### src/rtl/usb_stall_pkg.sv
package usb_stall_pkg;
  localparam int unsigned EP_NUM   = 4;
  localparam int unsigned EP_SEL_W = $clog2(EP_NUM);
  localparam int unsigned REG_W    = 8;
  localparam int unsigned AUTO_POS = EP_NUM;
  localparam int unsigned USED_W   = EP_NUM + 1;

  typedef struct packed {
    logic              wrLoad;
    logic [EP_NUM-1:0] keepBit;
    logic [EP_NUM-1:0] hwClr;
  } stallStrobes_t;
endpackage

### src/rtl/usb_stall_ctrl.sv
module usb_stall_ctrl
  import usb_stall_pkg::*;
(
  input  logic                regWrEn,
  input  logic [REG_W-1:0]    regWrData,
  input  logic                setupPend,
  input  logic                setupRcvd,
  input  logic                hsSent,
  input  logic [EP_SEL_W-1:0] hsEp,
  input  logic                autoEn,
  output stallStrobes_t       strobes
);
  logic [EP_NUM-1:0] hsHit;

  always_comb begin
    strobes.wrLoad = regWrEn;
  end

  for (genvar i = 0; i < EP_NUM; i++) begin : g_ep
    assign hsHit[i] = hsSent && autoEn && (hsEp == EP_SEL_W'(i));
    if (i == 0) begin : g_ep0
      // endpoint 0: setup reception clears, setup-pending blocks a set
      assign strobes.hwClr[i]   = hsHit[i] | setupRcvd;
      assign strobes.keepBit[i] = setupPend & regWrData[i];
    end else begin : g_epN
      assign strobes.hwClr[i]   = hsHit[i];
      assign strobes.keepBit[i] = 1'b0;
    end
  end
endmodule

### src/rtl/usb_stall_dp.sv
module usb_stall_dp
  import usb_stall_pkg::*;
(
  input  logic              clk,
  input  logic              rstN,
  input  stallStrobes_t     strobes,
  input  logic [REG_W-1:0]  regWrData,
  input  logic              regRdEn,
  output logic [REG_W-1:0]  regRdData,
  output logic [EP_NUM-1:0] stallBits,
  output logic              autoEn
);
  localparam int unsigned PAD_W = REG_W - USED_W;

  for (genvar i = 0; i < EP_NUM; i++) begin : g_bit
    always_ff @(posedge clk or negedge rstN) begin
      if (!rstN)                                       stallBits[i] <= 1'b0;
      else if (strobes.hwClr[i])                       stallBits[i] <= 1'b0;
      else if (strobes.wrLoad && !strobes.keepBit[i])  stallBits[i] <= regWrData[i];
    end
  end

  always_ff @(posedge clk or negedge rstN) begin
    if (!rstN)               autoEn <= 1'b0;
    else if (strobes.wrLoad) autoEn <= regWrData[AUTO_POS];
  end

  always_ff @(posedge clk or negedge rstN) begin
    if (!rstN)        regRdData <= '0;
    else if (regRdEn) regRdData <= {{PAD_W{1'b0}}, autoEn, stallBits};
  end
endmodule

### src/rtl/usb_stall_ctl.sv
module usb_stall_ctl
  import usb_stall_pkg::*;
(
  input  logic                clk,
  input  logic                rstN,
  input  logic                regWrEn,
  input  logic [REG_W-1:0]    regWrData,
  input  logic                regRdEn,
  output logic [REG_W-1:0]    regRdData,
  input  logic                setupPend,
  input  logic                setupRcvd,
  input  logic                hsSent,
  input  logic [EP_SEL_W-1:0] hsEp,
  output logic [EP_NUM-1:0]   stallReq
);
  stallStrobes_t     strobes;
  logic [EP_NUM-1:0] stallBits;
  logic              autoEn;

  usb_stall_ctrl i_ctrl (
    .regWrEn(regWrEn), .regWrData(regWrData), .setupPend(setupPend),
    .setupRcvd(setupRcvd), .hsSent(hsSent), .hsEp(hsEp),
    .autoEn(autoEn), .strobes(strobes)
  );

  usb_stall_dp i_dp (
    .clk(clk), .rstN(rstN), .strobes(strobes), .regWrData(regWrData),
    .regRdEn(regRdEn), .regRdData(regRdData), .stallBits(stallBits),
    .autoEn(autoEn)
  );

  assign stallReq = stallBits;
endmodule

### config.mk
export PLATFORM = sky130hd
export DESIGN_NAME = usb_stall_ctl
export DESIGN_NICKNAME = d
export VERILOG_FILES = /design/src/rtl/usb_stall_pkg.sv /design/src/rtl/usb_stall_ctrl.sv /design/src/rtl/usb_stall_dp.sv /design/src/rtl/usb_stall_ctl.sv
export SDC_FILE = /design/constraint.sdc
export NUM_CORES = 1
export LEC_CHECK = 0
export BUFFER_PORTS_ARGS = -buffer_cell sky130_fd_sc_hd__buf_2
export CAP_MARGIN = 20
export CORE_AREA = 10 10 48 50
export CTS_BUF_LIST = sky130_fd_sc_hd__clkbuf_16
export DETAILED_ROUTE_END_ITERATION = 10
export DIE_AREA = 0 0 58 60
export PLACE_DENSITY_LB_ADDON = 0.25
export SYNTH_ARGS = -nofsm -noshare
export SYNTH_HDL_FRONTEND = slang
export SYNTH_SLANG_ARGS = --single-unit
### constraint.sdc
create_clock -name clk -period 1 [get_ports clk]
set_input_delay 0.15 -clock clk [delete_from_list [all_inputs] [get_ports clk]]
set_output_delay 0.15 -clock clk [all_outputs]
set_load 0.005 [all_outputs]
# Word-level counts from Yosys, hierarchy flattened
# Cells that the tools add are included.
dict set report totals {
  output_inout_bits 12
  register_bits 10
  elab_cells 31
  in_bits 17
}
dict set report op_classes {
  n_reduce_logical 12
  bitwise_logic 2
  n_eq_ne 3
  n_mux 8
}
# cell count
set ops {}
lappend ops {{$mux W1} 8}
lappend ops {{$reduce_bool A2 Y1} 4}
lappend ops {{$logic_and A1 B1 Y1} 6}
lappend ops {{$eq A2 B2 Y1 const B} 2}
lappend ops {{$eq A2 B1 Y1 const B} 1}
lappend ops {{$logic_not A2 Y1} 1}
lappend ops {{$and A1 B1 Y1} 1}
lappend ops {{$logic_not A1 Y1} 1}
lappend ops {{$or A1 B1 Y1} 1}

# Depth between registers and ports, before layout
# Gate-level depths: netlist of run 1.
dict set report depth {
  depth_word 5
  depth_mapped 3
  mapped_depth_nobuf 2
}

# By module
# A second synthesis of run 1 with hierarchy kept.
dict set report hier_totals {
  cells_unflattened 50
  area_unflattened_um2 545.5
}
# mod n_inst seq_area_each_um2 area_per_inst_um2 cells_each
set modules_own_cells {}
lappend modules_own_cells {usb_stall_dp 1 250.2 459.2 36}
lappend modules_own_cells {usb_stall_ctrl 1 0.0 86.3 14}

# Least setup slack after synthesis of run 1
# OpenSTA, ideal clock, no wires.
dict set report synth_timing {
  path_kind {register -> register}
  from {register i_dp.autoEn}
  to {register i_dp.stallBits[0]}
  arrival_time_ns 0.892
  synth_period_minus_slack_ns 1.003
  setup_ns 0.111
  path_buffers 0
  setup_slack_ns -0.003
  path_stages_with_launch 3
  required_ns 0.889
  cell_sequence {dfrtp_1 > and4bb_1 > a2111oi_2}
}
dict set report synth_via {
  elab_chain_len 4
  word_cells_on_any_way 5
  cone_classes {mux (1); bitwise (1); reduce/logical (3)}
}
# item line
set synth_rtl {}
lappend synth_rtl {{start, declared} usb_stall_dp.sv:11} ;# output logic autoEn
lappend synth_rtl {{start signal, assigned} usb_stall_dp.sv:25} ;# else if (strobes.wrLoad) autoEn <= regWrData[AUTO_POS];
lappend synth_rtl {{$logic_and A1 B1 Y1 * (2 in a row)} usb_stall_ctrl.sv:20} ;# assign hsHit[i] = hsSent && autoEn && (hsEp == EP_SEL_W'(i));
lappend synth_rtl {{$or A1 B1 Y1 *} usb_stall_ctrl.sv:23} ;# assign strobes.hwClr[i] = hsHit[i] | setupRcvd;
lappend synth_rtl {{$mux W1 / $reduce_bool A2 Y1 (equally long branches)} -}
lappend synth_rtl {{end signal, assigned by index} usb_stall_dp.sv:19} ;# else if (strobes.wrLoad && !strobes.keepBit[i]) stallBits[i] <= regWrData[i];
lappend synth_rtl {{end, declared} usb_stall_dp.sv:10} ;# output logic [EP_NUM-1:0] stallBits,
# Every way passes the cells marked *; elsewhere a longest branch is shown, timed or not.
# A chain may end at the register's enable or synchronous reset.

# Worst setup path after layout of run 1
# Ends and elaborated chain as after synthesis.

==> impl_metrics.tcl, run 1 <==
set metrics [dict create \
    status "finished, final reports clean" \
    max_freq_mhz 1050 \
    combinationalPowerShare 0.131 \
    cts_tree "yes" \
    power.switching_mw 0.278 \
    critical_path.startpoint "i_dp.autoEn" \
    cts_setup_buffers 0 \
    viasPerCell 4.57 \
    core_area_sq_mm 0.00144 \
    powerDensity_mw_per_mm2 2050 \
    drv_cap 0 \
    overflow 0 \
    fin_ws_ns 0.0441 \
    total_power_mw 1.36 \
    hp-class "input pin to flip-flop" \
    p_int_mw 1.08 \
    cp.required_ns 1.12 \
    antenna_found_initial 0 \
    start_kind "flip-flop" \
    routed_wl_mm 1.10 \
    ys_ff_latch 10 \
    n_antenna_cell 0 \
    path_max_fanout 2 \
    pwr-share-seq 0.355 \
    cp-endpoint "i_dp.stallBits[0]" \
    ant_nets 0 \
    vdd_drop_max_uv 770 \
    synth_xor_area_frac 0 \
    hpwl_microns 927 \
    drive_gt1_frac 0.550 \
    die_w_microns 58 \
    p_leak_nw 0.342 \
    nets 78 \
    start_util 0.318 \
    cts_buffers 3 \
    crit_arrival_ns 1.08 \
    track_usage 0.0709 \
    cts.path.max_buffers 2 \
    fin_crit_ns 0.956 \
    rows 14 \
    die_area_sq_mm 0.00348 \
    yosys_warnings 0 \
    synth-compound-area-share 0.0904 \
    drtPass1Iterations 4 \
    crit_type "flip-flop to flip-flop" \
    ios 29 \
    swShare 0.204 \
    clk_latency_ns 0.23 \
    rsz0062_at_grt "true" \
    grt_max_degree 11 \
    drt_iter0_drc 5 \
    drc 0 \
    grt_pass1_vias 390 \
    port-buffer-count 22 \
    fin_crit_sh 0.956 \
    yosys-mux-area-fraction 0.214 \
    setup_viol 0 \
    r2r_slack_ns 0.04 \
    routed-via-count 347 \
    pre_cts_slack_ns 0.0422 \
    synthDistinctLibCells 12 \
    synthCells 34 \
    endpoint_kind "flip-flop" \
    fin_area_sq_um 663 \
    synth_area_sq_um 457 \
    dieHeight_microns 60 \
    dpl_cell_area_sq_um 574 \
    r2r-end "i_dp.stallBits[0]" \
    skew_ns 0.00318 \
    power.clock.fraction 0.513 \
    grt_pass1_wl_mm 1.88 \
    timing.rr.start "i_dp.autoEn" \
    clkTransAtPathRegs_ns 0.04 \
    synthSimpleGateAreaFrac 0.0548 \
    cts_root_buf "clkbuf_16" \
    wl_per_cell_microns 14.4 \
    cts_htree_levels 1 \
    gp_congestion 0.659 \
    reg2reg_depth 2 \
    synth.yosys.seq_area_share 0.548 \
    clock_sinks 10 \
    synthAdderAreaFrac 0 \
    drv_slew 0 \
    synth_top_family_by_area "multiplexers" \
    hold_violations 0 \
    synth.avg_cell_area_sq_um 13.4 \
    post_cts_resized 0 \
    syn_to_final_growth_pct 45.2 \
]
synthesized netlist by cell type:
cell type,instances,area share
a2111oi_2,1,0.033
a41oi_1,3,0.058
nand2b_1,1,0.014
and4bb_1,1,0.027
nor2b_1,1,0.014
inv_1,3,0.025
buf_2,1,0.011
dfrtp_1,10,0.55
mux2_2,6,0.15
mux2i_1,3,0.066
buf_4,3,0.049
conb_1,1,0.0082
sequential cells by signal, indices dropped and copies added (netlist names):
signal	cells
i_dp.regRdData	5
i_dp.autoEn	1
i_dp.stallBits	4
critical path, stage by stage (launching register included):
cell       delay [ns]
dfrtp_1          0.36
and4bb_1         0.21
a2111oi_2        0.27
worst min path at each step:
stage / start / to / cells past startpoint
6_report: setupRcvd / i_dp.stallBits[0] / 2
5_1_grt: setupRcvd / i_dp.stallBits[0] / 2
2_1_floorplan: rstN / i_dp.autoEn / 0
4_1_cts: setupRcvd / i_dp.stallBits[0] / 2
3_5_place_dp: rstN / i_dp.regRdData[1] / 1
3_3_place_gp: rstN / i_dp.stallBits[0] / 1
metal layers:
metal	GRT usage	vias to the layer above	routed length [microns]
met2	0.101	20	480
met1	0.0713	155	447
met3	0.0572	4	149
li1	-	168	-
met5	0	-	0
met4	0.0403	0	19
metrics by stage:
stage / std cells / hold WS (ns) / util / setup TNS [ns]
5_1_grt: 76 / 0.0884 / 0.462 / -0.000215
4_1_cts: 76 / 0.0843 / 0.462 / 0
3_5_place_dp: 71 / 0.0227 / 0.400 / 0
3_3_place_gp: 71 / 0.0225 / 0.400 / 0
6_report: 76 / 0.0831 / 0.462 / 0
2_1_floorplan: 36 / -0.146 / - / 0
cell families after synthesis:
group                  count (synthesis)
AO/OA/AOI/OAI                          4
other                                  1
buffers and inverters                  7
AND/OR/NAND/NOR                        3
multiplexers                           9
flip-flops                            10
final cells by class:
type	instances	area, sq um
fill	146	773
sequential	10	250
multi-input combinational	19	175
timing repair buffer	24	128
clock buffer	3	75.1
tap	16	20.0
inverter	3	11.3
clock inverter	1	3.75
power by group through the flow:
stage	combinational, mW	sequential, mW	clock, mW
floorplan	0.0780	0.494	0
global placement	0.180	0.488	0
detailed placement	0.182	0.489	0
CTS	0.185	0.484	0.707
global route	0.202	0.491	0.737
finish	0.179	0.483	0.698
repair_timing:
| item | 4_1_cts | 5_1_grt |
|---|---|---|
| endpoints found under the hold margin | 10 | 0 |
| hold buffers | 1 | 0 |
| setup endpoints to repair | 0 | 1 |
cell usage in the layout (no fill, tap or decap):
| cell | Yosys | layout |
|---|---|---|
| nand2b_1 | 1 | 1 |
| dfrtp_1 | 10 | 10 |
| a41oi_1 | 3 | 3 |
| clkinv_1 | 0 | 1 |
| dlygate4sd3_1 | 0 | 1 |
| mux2i_1 | 3 | 3 |
| a2111oi_2 | 1 | 1 |
| clkbuf_16 | 0 | 3 |
| buf_4 | 3 | 1 |
| and4bb_1 | 1 | 1 |
| conb_1 | 1 | 3 |
| inv_1 | 3 | 3 |
| mux2_2 | 6 | 6 |
| buf_2 | 1 | 22 |
| nor2b_1 | 1 | 1 |
(Power assumes the default switching activity.)
==> inputs of run 2 (changes only) <==
--- a/config.mk
+++ b/config.mk
@@ -7,11 +7,12 @@
 export LEC_CHECK = 0
 export BUFFER_PORTS_ARGS = -buffer_cell sky130_fd_sc_hd__buf_2
 export CAP_MARGIN = 20
-export CORE_AREA = 10 10 48 50
+export CORE_AREA = 2 2 39 41
 export CTS_BUF_LIST = sky130_fd_sc_hd__clkbuf_16
 export DETAILED_ROUTE_END_ITERATION = 10
-export DIE_AREA = 0 0 58 60
+export DIE_AREA = 0 0 41 43
 export PLACE_DENSITY_LB_ADDON = 0.25
+export SKIP_CTS_REPAIR_TIMING = 1
 export SYNTH_ARGS = -nofsm -noshare
 export SYNTH_HDL_FRONTEND = slang
 export SYNTH_SLANG_ARGS = --single-unit
==> constraint.sdc (replaced) <==
create_clock -name clk -period 0.93 [get_ports clk]
set_input_delay 0.1395 -clock clk [delete_from_list [all_inputs] [get_ports clk]]
set_output_delay 0.1395 -clock clk [all_outputs]
set_load 0.005 [all_outputs]
==> run 2 against run 1 <==
Critical path depth stayed put. Sequential cell count stayed put. Non-clock buffer count stayed put. The flow now finishes with violations (setup timing). Final cell count stayed put. Worst hold slack worse by 0.0047 ns. Power is 7.5% higher. Core utilization is 1.8 points higher. Sequential share of layout area stayed put. Highest routed layer is now met3. Via count is 0.29% lower.
==> impl_metrics.tcl, run 2 (synthesis gave the netlist of run 1 again) <==
set metrics [dict create \
    crit_arrival_ns 1.06 \
    reg_top3 "i_dp.regRdData (5), i_dp.stallBits (4), i_dp.autoEn (1)" \
    drtPass1Iterations 1 \
    fin_ws_ns -0.000715 \
    max_freq_mhz 1070 \
    grt_pass1_wl_mm 1.35 \
    overflow 0 \
    critPathMaxStageDelay_ns 0.36 \
    status "finished, violations left" \
    grt_pass1_vias 344 \
    clock_sinks 10 \
    cp.required_ns 1.06 \
    drt_iter0_drc 0 \
    cts_tree "yes" \
    powerDensity_mw_per_mm2 2200 \
    tns_ns -0.000715 \
    port-buffer-count 22 \
    nets 78 \
    core_area_sq_mm 0.00138 \
    cp_slowest_cell "dfrtp_1" \
    cts.path.max_buffers 2 \
    clk_latency_ns 0.23 \
    hold_violations 0 \
    total_power_mw 1.46 \
    die_w_microns 41 \
    dieHeight_microns 43 \
    fin_crit_sh 1.00 \
    cts_root_buf "clkbuf_16" \
    vdd_drop_max_uv 720 \
    start_util 0.330 \
    dpl_cell_area_sq_um 574 \
    routed_wl_microns 900 \
    drv_slew 0 \
    rows 14 \
    layout_common_cells "buf_2 (22), dfrtp_1 (10), mux2_2 (6)" \
    n_antenna_cell 0 \
    ant_nets 0 \
    track_usage 0.122 \
    viasPerCell 4.55 \
    ios 29 \
    wl_per_cell_microns 11.8 \
    setup_viol 1 \
    final_common_cell "buf_2" \
    routed-via-count 346 \
    cts_htree_levels 1 \
    clkTransAtPathRegs_ns 0.04 \
    drive_gt1_frac 0.550 \
    die_area_sq_mm 0.00176 \
    largest_reg_flops 5 \
    hp-class "input pin to flip-flop" \
    antenna_found_initial 0 \
    hpwl_microns 676 \
    crit_type "flip-flop to flip-flop" \
    syn_to_final_growth_pct 45.2 \
    drv_cap 0 \
    endpoint_kind "flip-flop" \
    grt_max_degree 11 \
    start_kind "flip-flop" \
    p_leak_nw 0.342 \
    cts_buffers 3 \
    gp_congestion 0.703 \
    fin_area_sq_um 663 \
    failed_checks "setup timing" \
    rsz0062_at_grt "true" \
    crit_chain "and4bb_1 > a2111oi_2" \
    path_max_fanout 2 \
    drc 0 \
    fin_crit_ns 0.931 \
    timing.hold.ws_ns 0.0784 \
    skew_ns 0.000815 \
    top_register "i_dp.regRdData" \
]
[run 2: path summary, 6_finish.rpt]
path	cells after the start	slack [ns]	startpoint	end
worst max-delay path	2	-0.0007	i_dp.autoEn	i_dp.stallBits[0]
max in group asynchronous	2	0.44	rstN	i_dp.stallBits[3]
worst max register to register	2	-0.0007	i_dp.autoEn	i_dp.stallBits[0]
worst min-delay path	2	0.08	setupRcvd	i_dp.stallBits[0]
min in group asynchronous	2	0.30	rstN	i_dp.regRdData[1]
worst min register to register	1	0.50	i_dp.regRdData[2]	i_dp.regRdData[2]
[run 2: where the power goes]
| group | total, mW | switching, mW | internal, mW | leakage (nW) |
|---|---|---|---|---|
| combinational | 0.190 | 0.0798 | 0.110 | 0.181 |
| clock | 0.753 | 0.190 | 0.562 | 0.0385 |
| sequential | 0.518 | 0.0279 | 0.491 | 0.122 |
| total | 1.46 | 0.298 | 1.16 | 0.342 |
[run 2: worst max-delay path, delay by kind of cell (launching register included)]
| family | cells | cell delay [ns] |
|---|---|---|
| compound gates | 1 | 0.26 |
| simple gates | 1 | 0.21 |
| flops | 1 | 0.36 |
[run 2: metrics by stage]
step | setup WS, ns | utilization | cells
2_1_floorplan | -0.0360 | - | 36
3_3_place_gp | 0.0113 | 0.415 | 71
3_5_place_dp | -0.00189 | 0.415 | 71
4_1_cts | -0.0101 | 0.472 | 75
5_1_grt | -0.0830 | 0.479 | 76
6_report | -0.000715 | 0.479 | 76
[run 2: cell type report]
type	count	area [sq um]
fill	124	721
sequential	10	250
multi-input combinational	19	175
timing repair buffer	24	128
clock buffer	3	75.1
tap	16	20.0
inverter	3	11.3
clock inverter	1	3.75
[run 2: metal layers]
metal  global-route usage  vias to the layer above  routed length [microns]
met5                    0                        -                        0
met4                0.100                        0                        0
met3               0.0471                        0                       78
met2                0.191                       12                      447
met1                0.118                      166                      374
li1                     -                      168                        -
==> inputs of run 3 (changes only) <==
--- a/config.mk
+++ b/config.mk
@@ -12,7 +12,10 @@
 export DETAILED_ROUTE_END_ITERATION = 10
 export DIE_AREA = 0 0 41 43
 export PLACE_DENSITY_LB_ADDON = 0.25
+export RECOVER_POWER = 25
+export REMOVE_ABC_BUFFERS = 1
 export SKIP_CTS_REPAIR_TIMING = 1
+export SLEW_MARGIN = 20
 export SYNTH_ARGS = -nofsm -noshare
 export SYNTH_HDL_FRONTEND = slang
 export SYNTH_SLANG_ARGS = --single-unit
==> run 3 against run 2 <==
The flow still finishes with violations (setup timing). Core utilization grew 0.99 points. Clock skew is essentially flat. Critical path depth is the same. Global-route usage grew 0.89 points. Power grew 0.85%. Final cell count grew 2.6%. Clock power grew 0.8%. Sequential cell count is the same. Sequential share of layout area shrank 0.77 points. Critical endpoint unchanged. Largest cell class unchanged.
==> impl_metrics.tcl, run 3 (synthesis gave the netlist of run 1 again) <==
set metrics [dict create \
    cts.path.max_buffers 2 \
    setup_viol 1 \
    vdd_drop_max_uv 900 \
    fin_ws_ns -0.00829 \
    path_max_fanout 2 \
    failed_checks "setup timing" \
    clock_sinks 10 \
    grt_max_degree 11 \
    worstMarginPinSlew_ns 0.541 \
    r2r_slack_ns -0.008 \
    viasPerCell 4.58 \
    routed-wl-met3_microns 68 \
    top_register "i_dp.regRdData" \
    track_usage 0.131 \
    cts_tree "yes" \
    clkTransAtPathRegs_ns 0.04 \
    drv_slew 0 \
    core_area_sq_mm 0.00138 \
    highest_layer "met4" \
    hold_start "setupRcvd" \
    crit_arrival_ns 1.06 \
    powerDensity_mw_per_mm2 2180 \
    worstHoldEndpoint "i_dp.stallBits[0]" \
    path_buf_inv 0 \
    layout_common_cells "buf_2 (21), dfrtp_1 (10), mux2_2 (6)" \
    largest_reg_flops 5 \
    overflow 0 \
    crit_type "flip-flop to flip-flop" \
    ios 29 \
    skew_ns 0.000580 \
    wl_met1_microns 375 \
    fin_crit_sh 1.01 \
    dr_wl_met2_microns 470 \
    nets 80 \
    grt_pass1_wl_mm 1.49 \
    status "finished, violations left" \
    slew_headroom 0.639 \
    crit_family "flip-flops" \
    n_antenna_cell 0 \
    grt_pass1_vias 372 \
    fin_crit_ns 0.938 \
    drc 0 \
    max_freq_mhz 1070 \
    cts_root_buf "clkbuf_16" \
    dieHeight_microns 43 \
    placedCellCount 73 \
    final_common_cell "buf_2" \
    crit_chain "and4bb_1 > a2111oi_2" \
    hpwl_microns 728 \
    p_leak_nw 0.349 \
    cp_slowest_cell "dfrtp_1" \
    timing.rr.start "i_dp.autoEn" \
    routed_wl_microns 931 \
    cts_buffers 3 \
    timing.hold.ws_ns 0.0808 \
    cp.required_ns 1.05 \
    critPathMaxStageDelay_ns 0.36 \
    die_area_sq_mm 0.00176 \
    clk_latency_ns 0.24 \
    reg_top3 "i_dp.regRdData (5), i_dp.stallBits (4), i_dp.autoEn (1)" \
    drtPass1Iterations 4 \
    drt_iter0_drc 3 \
    endpoint_kind "flip-flop" \
    syn_to_final_growth_pct 48.2 \
    rsz0062_at_grt "true" \
    rows 14 \
    reg2reg_depth 2 \
    die_w_microns 41 \
    port-buffer-count 22 \
    drive_gt1_frac 0.548 \
    min_delay_path_depth 2 \
    final_util 0.489 \
    ant_nets 0 \
    hp-class "input pin to flip-flop" \
    fin_cells 78 \
    drv_cap 0 \
    hold_violations 0 \
    r2r-end "i_dp.stallBits[0]" \
    cts_htree_levels 1 \
    start_util 0.330 \
    routed-via-count 357 \
    wl_per_cell_microns 11.9 \
    gp_congestion 0.713 \
    antenna_found_initial 0 \
    start_kind "flip-flop" \
]
-- run 3: cell count changes in the layout (fill, tap and decap cells not counted) --
cell and change:
buf_2 -1, buf_4 +2, clkbuf_1 +1
-- run 3: worst max path at each step --
stage	from	to	cells past startpoint
detailed placement	i_dp.autoEn	i_dp.stallBits[0]	2
global route	i_dp.autoEn	i_dp.stallBits[0]	2
floorplan	i_dp.autoEn	i_dp.stallBits[0]	2
global placement	i_dp.autoEn	i_dp.stallBits[0]	2
CTS	i_dp.autoEn	i_dp.stallBits[0]	2
finish	i_dp.autoEn	i_dp.stallBits[0]	2
-- run 3: metal layers --
layer | vias to the layer above | GRT usage
li1 | 171 | -
met3 | 2 | 0.0471
met5 | - | 0
met1 | 169 | 0.137
met2 | 15 | 0.209
met4 | 0 | 0.0800
-- run 3: worst reg2reg max path, cell delays in order, from the launching register on --
cell,delay [ns]
dfrtp_1,0.36
and4bb_1,0.19
a2111oi_2,0.27
-- run 3: final cells by class --
| class | instances | area [sq um] |
|---|---|---|
| clock buffers | 3 | 75.1 |
| clock inverters | 1 | 3.75 |
| fillers | 139 | 707 |
| inverters | 3 | 11.3 |
| multi-input cells | 19 | 175 |
| flip-flops and latches | 10 | 250 |
| well taps | 16 | 20.0 |
| repair buffers | 26 | 141 |
-- run 3: metrics by stage --
step	power, mW	worst slack [ns]	area [sq um]	TNS (ns)
finish	1.47	-0.00829	677	-0.00829
global route	1.55	-0.0903	677	-0.0916
CTS	1.50	-0.0557	668	-0.0557
detailed placement	0.723	-0.0472	589	-0.0472
global placement	0.720	-0.0312	589	-0.0312
floorplan	0.601	-0.0729	437	-0.0729
-- run 3: power breakdown --
| group | switching (mW) | leakage [nW] | internal [mW] |
|---|---|---|---|
| clock network | 0.196 | 0.0385 | 0.563 |
| logic | 0.0819 | 0.188 | 0.115 |
| registers | 0.0276 | 0.122 | 0.491 |
